--- config.mk ---
export PLATFORM = sky130hd
export DESIGN_NAME = spcyc_responder
export DESIGN_NICKNAME = d
export VERILOG_FILES = /design/src/rtl/spcyc_pkg.sv /design/src/rtl/spcyc_qualify.sv /design/src/rtl/spcyc_decode.sv /design/src/rtl/spcyc_timer.sv /design/src/rtl/spcyc_responder.sv
export SDC_FILE = /design/constraint.sdc
export NUM_CORES = 1
export LEC_CHECK = 0
export CAP_MARGIN = 20
export CORE_UTILIZATION = 30
export CTS_BUF_LIST = sky130_fd_sc_hd__clkbuf_4
export DETAILED_ROUTE_END_ITERATION = 12
export PLACE_DENSITY = 0.84
export SKIP_CTS_REPAIR_TIMING = 1
export SYNTH_ARGS = -nofsm -noshare
export SYNTH_HDL_FRONTEND = slang
export SYNTH_SLANG_ARGS = --single-unit
--- constraint.sdc ---
create_clock -name clk -period 0.8 [get_ports clk]
set_input_delay 0.24 -clock clk [delete_from_list [all_inputs] [get_ports clk]]
set_output_delay 0.24 -clock clk [all_outputs]
set_load 0.02 [all_outputs]
--- src/rtl/spcyc_pkg.sv ---
package spcyc_pkg;

  localparam int EVT_N = 7;

  // bit position of each kind inside the event vector
  typedef enum int {
    EV_STOPGNT  = 0,
    EV_PMSTOP   = 1,
    EV_FLUSHACK = 2,
    EV_WBACK    = 3,
    EV_HALT     = 4,
    EV_FLUSH    = 5,
    EV_SHUTDN   = 6
  } evt_pos_e;

  typedef struct packed {
    logic             err;
    logic [EVT_N-1:0] evt;
  } cls_t;

endpackage

--- src/rtl/spcyc_qualify.sv ---
module spcyc_qualify (
  input  logic strobe_n,
  input  logic kind_dc,
  input  logic kind_mem,
  input  logic kind_wr,
  output logic special_o
);

  always_comb begin
    special_o = ~strobe_n & ~kind_dc & ~kind_mem & kind_wr;
  end

endmodule

--- src/rtl/spcyc_decode.sv ---
module spcyc_decode
  import spcyc_pkg::*;
#(
  parameter int ADDR_W = 32
) (
  input  logic [7:0]        lane_en_n,
  input  logic [ADDR_W-1:3] bus_addr,
  output cls_t              cls_o
);

  logic       hi_zero;
  logic [1:0] sel;
  logic [EVT_N-1:0] evt;

  always_comb begin
    hi_zero = ~|bus_addr[ADDR_W-1:5];
    sel     = bus_addr[4:3];
    evt     = '0;
    if (hi_zero) begin
      if (sel == 2'b10) begin
        if (lane_en_n == 8'hFB) evt[EV_STOPGNT] = 1'b1;
      end else if (sel == 2'b00) begin
        case (lane_en_n)
          8'hFB:   evt[EV_HALT]     = 1'b1;
          8'hBF:   evt[EV_PMSTOP]   = 1'b1;
          8'hEF:   evt[EV_FLUSHACK] = 1'b1;
          8'hF7:   evt[EV_WBACK]    = 1'b1;
          8'hFD:   evt[EV_FLUSH]    = 1'b1;
          8'hFE:   evt[EV_SHUTDN]   = 1'b1;
          default: evt = '0;
        endcase
      end
    end
    cls_o.evt = evt;
    cls_o.err = ~|evt;
  end

endmodule

--- src/rtl/spcyc_timer.sv ---
module spcyc_timer #(
  parameter int RDY_LAT = 1
) (
  input  logic clk,
  input  logic rst_i,
  input  logic special_i,
  output logic accept_o,
  output logic fire_o
);

  localparam int CW = (RDY_LAT > 2) ? $clog2(RDY_LAT) : 1;

  generate
    if (RDY_LAT <= 1) begin : g_direct
      // answer in the clock right after the strobe: nothing to wait for
      always_comb begin
        accept_o = special_i;
        fire_o   = special_i;
      end
    end else begin : g_count
      logic          pend_q, pend_d;
      logic [CW-1:0] cnt_q, cnt_d;
      logic          fire_d;

      always_comb begin
        accept_o = special_i & ~pend_q;
        pend_d   = pend_q;
        cnt_d    = cnt_q;
        fire_d   = 1'b0;
        if (pend_q) begin
          cnt_d = cnt_q - 1'b1;
          if (cnt_q == CW'(1)) begin
            fire_d = 1'b1;
            pend_d = 1'b0;
          end
        end else if (accept_o) begin
          pend_d = 1'b1;
          cnt_d  = CW'(RDY_LAT - 1);
        end
        fire_o = fire_d;
      end

      always_ff @(posedge clk or negedge rst_i) begin
        if (!rst_i) begin
          pend_q <= 1'b0;
          cnt_q  <= '0;
        end else begin
          pend_q <= pend_d;
          cnt_q  <= cnt_d;
        end
      end

      AST_BUSY_DROPS: assert property (@(posedge clk) disable iff (!rst_i)
        (pend_q && !fire_d) |=> pend_q) else $error("pending cycle lost");
    end
  endgenerate

endmodule

--- src/rtl/spcyc_responder.sv ---
module spcyc_responder
  import spcyc_pkg::*;
#(
  parameter int ADDR_W  = 32,
  parameter int RDY_LAT = 1
) (
  input  logic              clk,
  input  logic              rst_n,
  input  logic              strobe_n,
  input  logic              kind_dc,
  input  logic              kind_mem,
  input  logic              kind_wr,
  input  logic [7:0]        lane_en_n,
  input  logic [ADDR_W-1:3] bus_addr,
  output logic              done_n,
  output logic [EVT_N-1:0]  evt_o,
  output logic              err_o
);

  // reset: asserted at once, released on the clock
  logic [1:0] rsync_q;
  logic       rst_i;

  always_ff @(posedge clk or negedge rst_n) begin
    if (!rst_n) rsync_q <= 2'b00;
    else        rsync_q <= {rsync_q[0], 1'b1};
  end
  assign rst_i = rsync_q[1];

  logic special, accept, fire;
  cls_t cls_now, cls_src;

  spcyc_qualify u_qual (
    .strobe_n (strobe_n),
    .kind_dc  (kind_dc),
    .kind_mem (kind_mem),
    .kind_wr  (kind_wr),
    .special_o(special)
  );

  spcyc_decode #(.ADDR_W(ADDR_W)) u_dec (
    .lane_en_n(lane_en_n),
    .bus_addr (bus_addr),
    .cls_o    (cls_now)
  );

  spcyc_timer #(.RDY_LAT(RDY_LAT)) u_tmr (
    .clk      (clk),
    .rst_i    (rst_i),
    .special_i(special),
    .accept_o (accept),
    .fire_o   (fire)
  );

  generate
    if (RDY_LAT <= 1) begin : g_pass
      always_comb cls_src = cls_now;
    end else begin : g_hold
      cls_t hold_q;
      always_ff @(posedge clk or negedge rst_i) begin
        if (!rst_i)      hold_q <= '0;
        else if (accept) hold_q <= cls_now;
      end
      always_comb cls_src = hold_q;
    end
  endgenerate

  // output stage: next state, then register
  logic             done_d, err_d;
  logic [EVT_N-1:0] evt_d;

  always_comb begin
    done_d = ~fire;
    evt_d  = fire ? cls_src.evt : '0;
    err_d  = fire & cls_src.err;
  end

  always_ff @(posedge clk or negedge rst_i) begin
    if (!rst_i) begin
      done_n <= 1'b1;
      evt_o  <= '0;
      err_o  <= 1'b0;
    end else begin
      done_n <= done_d;
      evt_o  <= evt_d;
      err_o  <= err_d;
    end
  end

  AST_ONE_CLASS: assert property (@(posedge clk) disable iff (!rst_i)
    !done_n |-> ($countones({err_o, evt_o}) == 1)) else $error("class not one-hot");
  AST_QUIET_IDLE: assert property (@(posedge clk) disable iff (!rst_i)
    done_n |-> ({err_o, evt_o} == '0)) else $error("pulse without ready");

  generate
    if (RDY_LAT <= 1) begin : g_chk_direct
      AST_NONSPECIAL_SILENT: assert property (@(posedge clk) disable iff (!rst_i)
        (strobe_n || kind_dc || kind_mem || !kind_wr) |=> done_n)
        else $error("ready on non-special");
      AST_HIGH_ADDR_ERR: assert property (@(posedge clk) disable iff (!rst_i)
        (!strobe_n && !kind_dc && !kind_mem && kind_wr && (|bus_addr[ADDR_W-1:5])) |=> (err_o && !done_n))
        else $error("high address not flagged");
    end else begin : g_chk_count
      AST_DONE_SINGLE: assert property (@(posedge clk) disable iff (!rst_i)
        !done_n |=> done_n) else $error("ready longer than one clock");
    end
  endgenerate

endmodule

## After elaboration in Yosys (flattened, before gate mapping)

Cells that the tools add are included.

- Eq/ne operators: 7
- Multiplexer cells: 11
- Bitwise operators: 8
- Reduce and logical (&&, ||, !) cells: 4

Operator list:

| kind | count |
|---|---|
| $eq 8x8->1 const B | 6 |
| $reduce_or 27->1 | 1 |
| $mux 7 | 3 |
| $mux 1 | 7 |
| $reduce_or 7->1 | 1 |
| $mux 6 | 1 |
| $and 1x1->1 | 4 |
| $not 1->1 | 4 |
| $eq 2x2->1 const B | 1 |
| $logic_not 2->1 | 1 |
| $logic_not 1->1 | 1 |

- Bits in registers: 11
- Input port bits: 43
- Output and inout port bits: 9

## Logic depth before layout (Yosys ltp)

Gate-level depths: netlist of the first run.

- Depth in word-level cells: 8
- Depth in mapped cells: 4
- Depth with buffers taken out: 4

## Hierarchy

Synthesis of the first run repeated with hierarchy kept, for this count alone.

- Cells, all modules: 61
- Area total of the unflattened synthesis: 675.6 µm²

By module, submodules not included:

| module | instances | cells each | area each (µm²) | sequential area each (µm²) |
|---|---|---|---|---|
| spcyc_responder | 1 | 21 | 334.1 | 276.5 |
| spcyc_decode | 1 | 37 | 311.5 | 0.0 |
| spcyc_qualify | 1 | 1 | 15.0 | 0.0 |
| spcyc_timer | 1 | 2 | 15.0 | 0.0 |

## Least setup slack after synthesis of the first run

Ideal clock, no wire load.

- Kind: input-to-reg
- From: in bus_addr[7] in the netlist's numbering
- To: reg evt_o[3]
- Data arrival time: 1.389 ns
- Slack: -0.684 ns
- Cell stages on the path: 4
- Buffers on the path: 0
- Cell sequence: nor4_2 nand4_1 or4_4 nor4b_2

- Longest elaborated chain between the ends: 3

RTL lines:

| item | line | source |
|---|---|---|
| from (decl) | spcyc_responder.sv:14 | `input logic [ADDR_W-1:3] bus_addr,` |
| $reduce_or 27->1 | spcyc_decode.sv:16 | `hi_zero = ~\|bus_addr[ADDR_W-1:5];` |
| $mux 7 | spcyc_decode.sv:19 | `if (hi_zero) begin` |
| $mux 7 | spcyc_responder.sv:74 | `evt_d = fire ? cls_src.evt : '0;` |
| named net evt_d[3] | spcyc_responder.sv:70 | `logic [EVT_N-1:0] evt_d;` |
| to (signal assigned) | spcyc_responder.sv:85 | `evt_o <= evt_d;` |
| to (decl) | spcyc_responder.sv:16 | `output logic [EVT_N-1:0] evt_o,` |

The timed path passes the listed nets, and every way through them passes these cells.

## Final worst setup path of the first run

- From: in kind_mem
- To: reg evt_o[3]

- Longest elaborated chain between the ends: 4

RTL lines:

| item | line | source |
|---|---|---|
| from (decl) | spcyc_responder.sv:11 | `input logic kind_mem,` |
| $not 1->1 | spcyc_qualify.sv:10 | `special_o = ~strobe_n & ~kind_dc & ~kind_mem & kind_wr;` |
| $and 1x1->1 (2 in a row) | spcyc_qualify.sv:10 |  |
| $mux 7 | spcyc_responder.sv:74 |  |
| named net evt_d[3] | spcyc_responder.sv:70 |  |

The timed path passes the listed nets, and every way through them passes these cells.

==> impl_metrics.ini, run 1 <==
[drt]
met2_length_um = 957
drt-wirelength-per-cell_um = 12.1
wl_mm = 1.72
antenna_left = 0
num_vias = 709
drtPass1Iterations = 4
drtIter0Drc = 8
met3_length_um = 179
met1_length_um = 587
via_per_inst = 4.96
dr.max_layer_used = met3
drc = 0

[floorplanning]
dieArea_um2 = 2150
rows = 15
start_util_pct = 33.2
ioPinCount = 52
core-area_um2 = 1780
die_w_um = 46.4
die_h_um = 46.4

[place]
gp_congestion = 0.749
dpl_cell_area_um2 = 1210
dp_hpwl_mm = 1.47
portBuffers = 51

[power_and_ir_drop]
power_density_nw_per_um2 = 938
leakagePower_nw = 0.848
p_sw_mw = 0.273
power.share.clock_pct = 29.8
peakVddDrop_mv = 0.650
power_mw = 1.27
comb_power_share_pct = 24.7
p_sw_share_pct = 21.5
p_int_mw = 0.995
sequentialPowerShare_pct = 45.5

[sta]
skew_ns = 0.000295
final-setup-viol-count = 17
worst_slack_ns = -0.554
finalHoldViolCount = 0
report.final.slew_viol_count = 0
rsz0062_at_grt = yes
fmax_mhz = 739
min_period_ns = 1.35
fin_crit_sh_pct = 169

[finish]
n_antenna_cell = 0
nFillCells = 127
syn2layout_area_growth_pct = 128
fin_nets = 162
final_cell_mix = 34 x dlymetal6s2s_1, 10 x dfrtp_1, 10 x buf_6
fin_area_um2 = 1350
drive_gt1_share_pct = 39.8
layout_commonest_cell = dlymetal6s2s_1

[global_routing]
grt_pass1_vias = 696
grt_usage_pct = 17.3
antenna_found_initial = 0
grt_max_degree = 10
grt_pass1_wl_mm = 2.70
grt_overflow = 0

[outcome]
violations = negative setup slack
status = complete, but fails checks

[critical_path]
max_stage_delay_ns = 0.56
critPathSlowestCell = or4_4
crit_fanout = 4
end_kind = flip-flop
critPathRequiredTime_ns = 0.96
path_class = in2reg
path_cells = buf_6, nor4b_4, nand2_1, or4_4, nor4b_2
cp_data_arrival_time_ns = 1.51
cp-start-kind = input port

[clocking]
cts_buffers = 3
cts_tree = built
cts_max_level = 1
clkTransAtPathRegs_ns = 0.06
cts.sinks = 11
clk_latency_ns = 0.25
clockBufferDepth = 2
cts_root_buf = clkbuf_4

[synth]
syn_area_um2 = 592
yosysSeqAreaShare_pct = 46.7
synthDistinctLibCells = 26
avgSynthCellArea_um2 = 11.0
synth_warnings = 0
synth_cells = 54
synth.ff_latch_count = 11
syn_nets = 97

[min_path]
hp-class = reg2async

[flow_run]
drv_cap = 0
## critical path, delay by kind of cell
family / cells / cell delay [ns]
AND/OR/NAND/NOR: 4 / 1.18
buffers and inverters: 1 / 0.09
## state kept, by name, summed over array words and instances, names as in the netlist
signal / count
evt_o: 7
rsync_q: 2
done_n: 1
err_o: 1
## power groups by stage
stage                     Sequential (mW)  Combinational (mW)  Clock (mW)
after global routing                0.579               0.336       0.417
final                               0.576               0.314       0.378
after detailed placement            0.586               0.332           0
after global placement              0.586               0.324           0
after CTS                           0.576               0.333       0.390
after floorplan                     0.589              0.0513           0
## layer usage
| layer | track usage [%] | vias up |
|---|---|---|
| li1 | - | 341 |
| met1 | 17.3 | 322 |
| met2 | 33.6 | 46 |
| met3 | 3.92 | 0 |
| met4 | 6.47 | 0 |
| met5 | 0 | - |
## metrics by stage
step                setup WS [ns]  hold WS (ns)  cells  util, %  setup TNS (ns)
floorplan                  -0.683       -0.0556     54        -           -3.39
global placement            -1.18         0.134    139     67.9          -11.82
detailed placement          -1.22         0.134    139     67.9          -12.32
CTS                        -0.949         0.141    143     69.5          -12.48
global route               -0.597         0.147    143     75.8           -6.02
finish                     -0.554         0.141    143     75.8           -5.13
## cell type report
type                            count  area, um2  share of cell area, %
Clock buffer                        4       30.0                   2.22
Inverter                            2       7.51                  0.556
Multi-Input combinational cell     41        360                   26.7
Sequential cell                    11        277                   20.5
Tap cell                           25       31.3                   2.31
Timing Repair Buffer               60        646                   47.8
## cell usage after synthesis (all sizes together)
library cell / n / share of area, %
a211oi: 1 / 1.3
a21oi: 1 / 0.84
and3: 3 / 3.2
and3b: 3 / 4.4
and4: 2 / 3.0
conb: 1 / 0.63
dfrtp: 10 / 42
dfstp: 1 / 4.4
inv: 2 / 1.3
nand2: 4 / 2.5
nand2b: 1 / 1.1
nand3: 1 / 0.84
nand3b: 1 / 1.3
nand4: 1 / 1.1
nor2: 2 / 1.3
nor3: 2 / 1.7
nor3b: 2 / 2.5
nor4: 8 / 13
nor4b: 2 / 5.1
o2111ai: 1 / 1.5
o21ai: 1 / 0.84
o221a: 1 / 1.9
o22ai: 1 / 1.1
or4: 1 / 1.9
xnor2: 1 / 1.5
## final timing paths
check                             start          to  slack (ns)  depth (start not counted)
setup / recovery               kind_mem    evt_o[3]       -0.55                          5
hold / removal               rsync_q[1]    evt_o[6]        0.14                          0
setup reg to reg             rsync_q[0]  rsync_q[1]        0.33                          0
hold reg to reg              rsync_q[1]    evt_o[6]        0.14                          0
max in group asynchronous    rsync_q[1]      done_n        0.36                          0
min in group clk           lane_en_n[3]    evt_o[3]        0.31                          2
## kinds of logic after synthesis
family,count (synthesis),synth area share [%]
and+or+nand+nor,33,42.5
DFF,11,46.7
AOI/OAI and AO/OA,6,7.40
buffers and inverters,2,1.27
xor gates and xnor gates,1,1.48
other,1,0.634
(Power assumes the default switching activity.)
==> run 2, diff against run 1 <==
--- a/config.mk
+++ b/config.mk
@@ -7,7 +7,7 @@
 export LEC_CHECK = 0
 export CAP_MARGIN = 20
 export CORE_UTILIZATION = 30
-export CTS_BUF_LIST = sky130_fd_sc_hd__clkbuf_4
+export CTS_BUF_LIST = sky130_fd_sc_hd__clkbuf_8
 export DETAILED_ROUTE_END_ITERATION = 12
 export PLACE_DENSITY = 0.84
 export SKIP_CTS_REPAIR_TIMING = 1
==> run 2 against run 1 <==
Effect of this change: the flow still finishes with violations (negative setup slack); routed wire length grew 0.41%; final cell count unchanged; clock skew increased by 0.0013 ns; critical path depth is the same; via count is 0.42% lower; combinational power grew 1%; global-route usage up 0.32 points; worst hold slack got worse by 0.0067 ns; largest power group unchanged.
==> impl_metrics.ini, run 2 (synthesized netlist as in run 1, its figures left out) <==
[floorplanning]
rows = 15
core-area_um2 = 1780
die_h_um = 46.4
start_util_pct = 33.2
dieArea_um2 = 2150
ioPinCount = 52
die_w_um = 46.4

[clocking]
cts_root_buf = clkbuf_8
cts_max_level = 1
cts_buffers = 3
clk_latency_ns = 0.23
clkTransAtPathRegs_ns = 0.04
cts.sinks = 11
cts_tree = built
clockBufferDepth = 2

[sta]
fin_crit_sh_pct = 173
rsz0062_at_grt = yes
fmax_mhz = 723
final-setup-viol-count = 17
report.final.slew_viol_count = 0
finalHoldViolCount = 0
min_period_ns = 1.38
worst_slack_ns = -0.583
skew_ns = 0.00157
fin_setup_tns_ns = -5.12

[critical_path]
crit_fanout = 4
max_stage_delay_ns = 0.56
critPathSlowestCell = or4_4
cp.buffers_inverters = 1
end_kind = flip-flop
path_cells = buf_6, nor4b_4, nand2_1, or4_4, nor4b_2
path_class = in2reg
critPathRequiredTime_ns = 0.93
cp_data_arrival_time_ns = 1.52
cp-start-kind = input port
critical-path-top-delay-family = simple AND/OR/NAND/NOR gates

[finish]
seq_area_um2 = 277
n_antenna_cell = 0
drive_gt1_share_pct = 38.1
final_cell_mix = 34 x dlymetal6s2s_1, 12 x buf_6, 10 x dfrtp_1
nFillCells = 120
top_register = evt_o
layout_commonest_cell = dlymetal6s2s_1
syn2layout_area_growth_pct = 133
fin_nets = 162
final_cells = 143
reg.largest.list = evt_o: 7 flops, rsync_q: 2 flops
multi_input_area_um2 = 362
largest_register_ffs = 7

[power_and_ir_drop]
leakagePower_nw = 0.856
power_density_nw_per_um2 = 1020
peakVddDrop_mv = 0.765

[place]
portBuffers = 51
dp_hpwl_mm = 1.47
gp_congestion = 0.749
place_inst = 139

[outcome]
violations = negative setup slack
status = complete, but fails checks

[global_routing]
grt_usage_pct = 17.6
grt_overflow = 0
grt_pass1_vias = 705
grt_max_degree = 10
grt_pass1_wl_mm = 2.73
antenna_found_initial = 0

[flow_run]
drv_cap = 0

[drt]
drt-wirelength-per-cell_um = 12.1
num_vias = 706
antenna_left = 0
drc = 0
wl_mm = 1.73
drtIter0Drc = 5
via_per_inst = 4.94
drtPass1Iterations = 4

[min_path]
hp-class = reg2async
run 2: metrics by stage:
| stage | setup WS (ns) | hold slack (ns) | utilization [%] | power (mW) | cell area [um2] |
|---|---|---|---|---|---|
| floorplan | -0.683 | -0.0556 | - | 0.641 | 601 |
| global placement | -1.18 | 0.134 | 67.9 | 0.910 | 1210 |
| detailed placement | -1.22 | 0.134 | 67.9 | 0.918 | 1210 |
| CTS | -0.976 | 0.143 | 70.4 | 1.44 | 1250 |
| global route | -0.630 | 0.179 | 77.3 | 1.47 | 1380 |
| finish | -0.583 | 0.134 | 77.3 | 1.40 | 1380 |
run 2: cell type report:
type / instances / area share [%]
sequential: 11 / 20.1
tap: 25 / 2.27
clock buffer: 3 / 3.00
inverter: 2 / 0.545
timing repair buffer: 60 / 47.6
multi-input combinational: 41 / 26.2
clock inverter: 1 / 0.272
run 2: worst paths after layout:
check	startpoint	slack, ns	cells after the start	endpoint
worst max-delay path	kind_mem	-0.58	5	evt_o[3]
worst min-delay path	rsync_q[1]	0.13	0	evt_o[2]
worst max register to register	rsync_q[0]	0.34	0	rsync_q[1]
worst min register to register	rsync_q[1]	0.13	0	evt_o[2]
max in group asynchronous	rsync_q[1]	0.37	0	done_n
min in group clk	lane_en_n[3]	0.34	2	evt_o[3]
run 2: where the power goes:
group          switching, mW  internal (mW)
clock                  0.174          0.334
combinational          0.113          0.205
sequential           0.00999          0.568
run 2: layer usage:
layer,GRT usage (%),share of wire (%)
met1,17.1,34
met4,9.41,0
met3,4.31,9.4
met2,33.3,56
met5,0,0
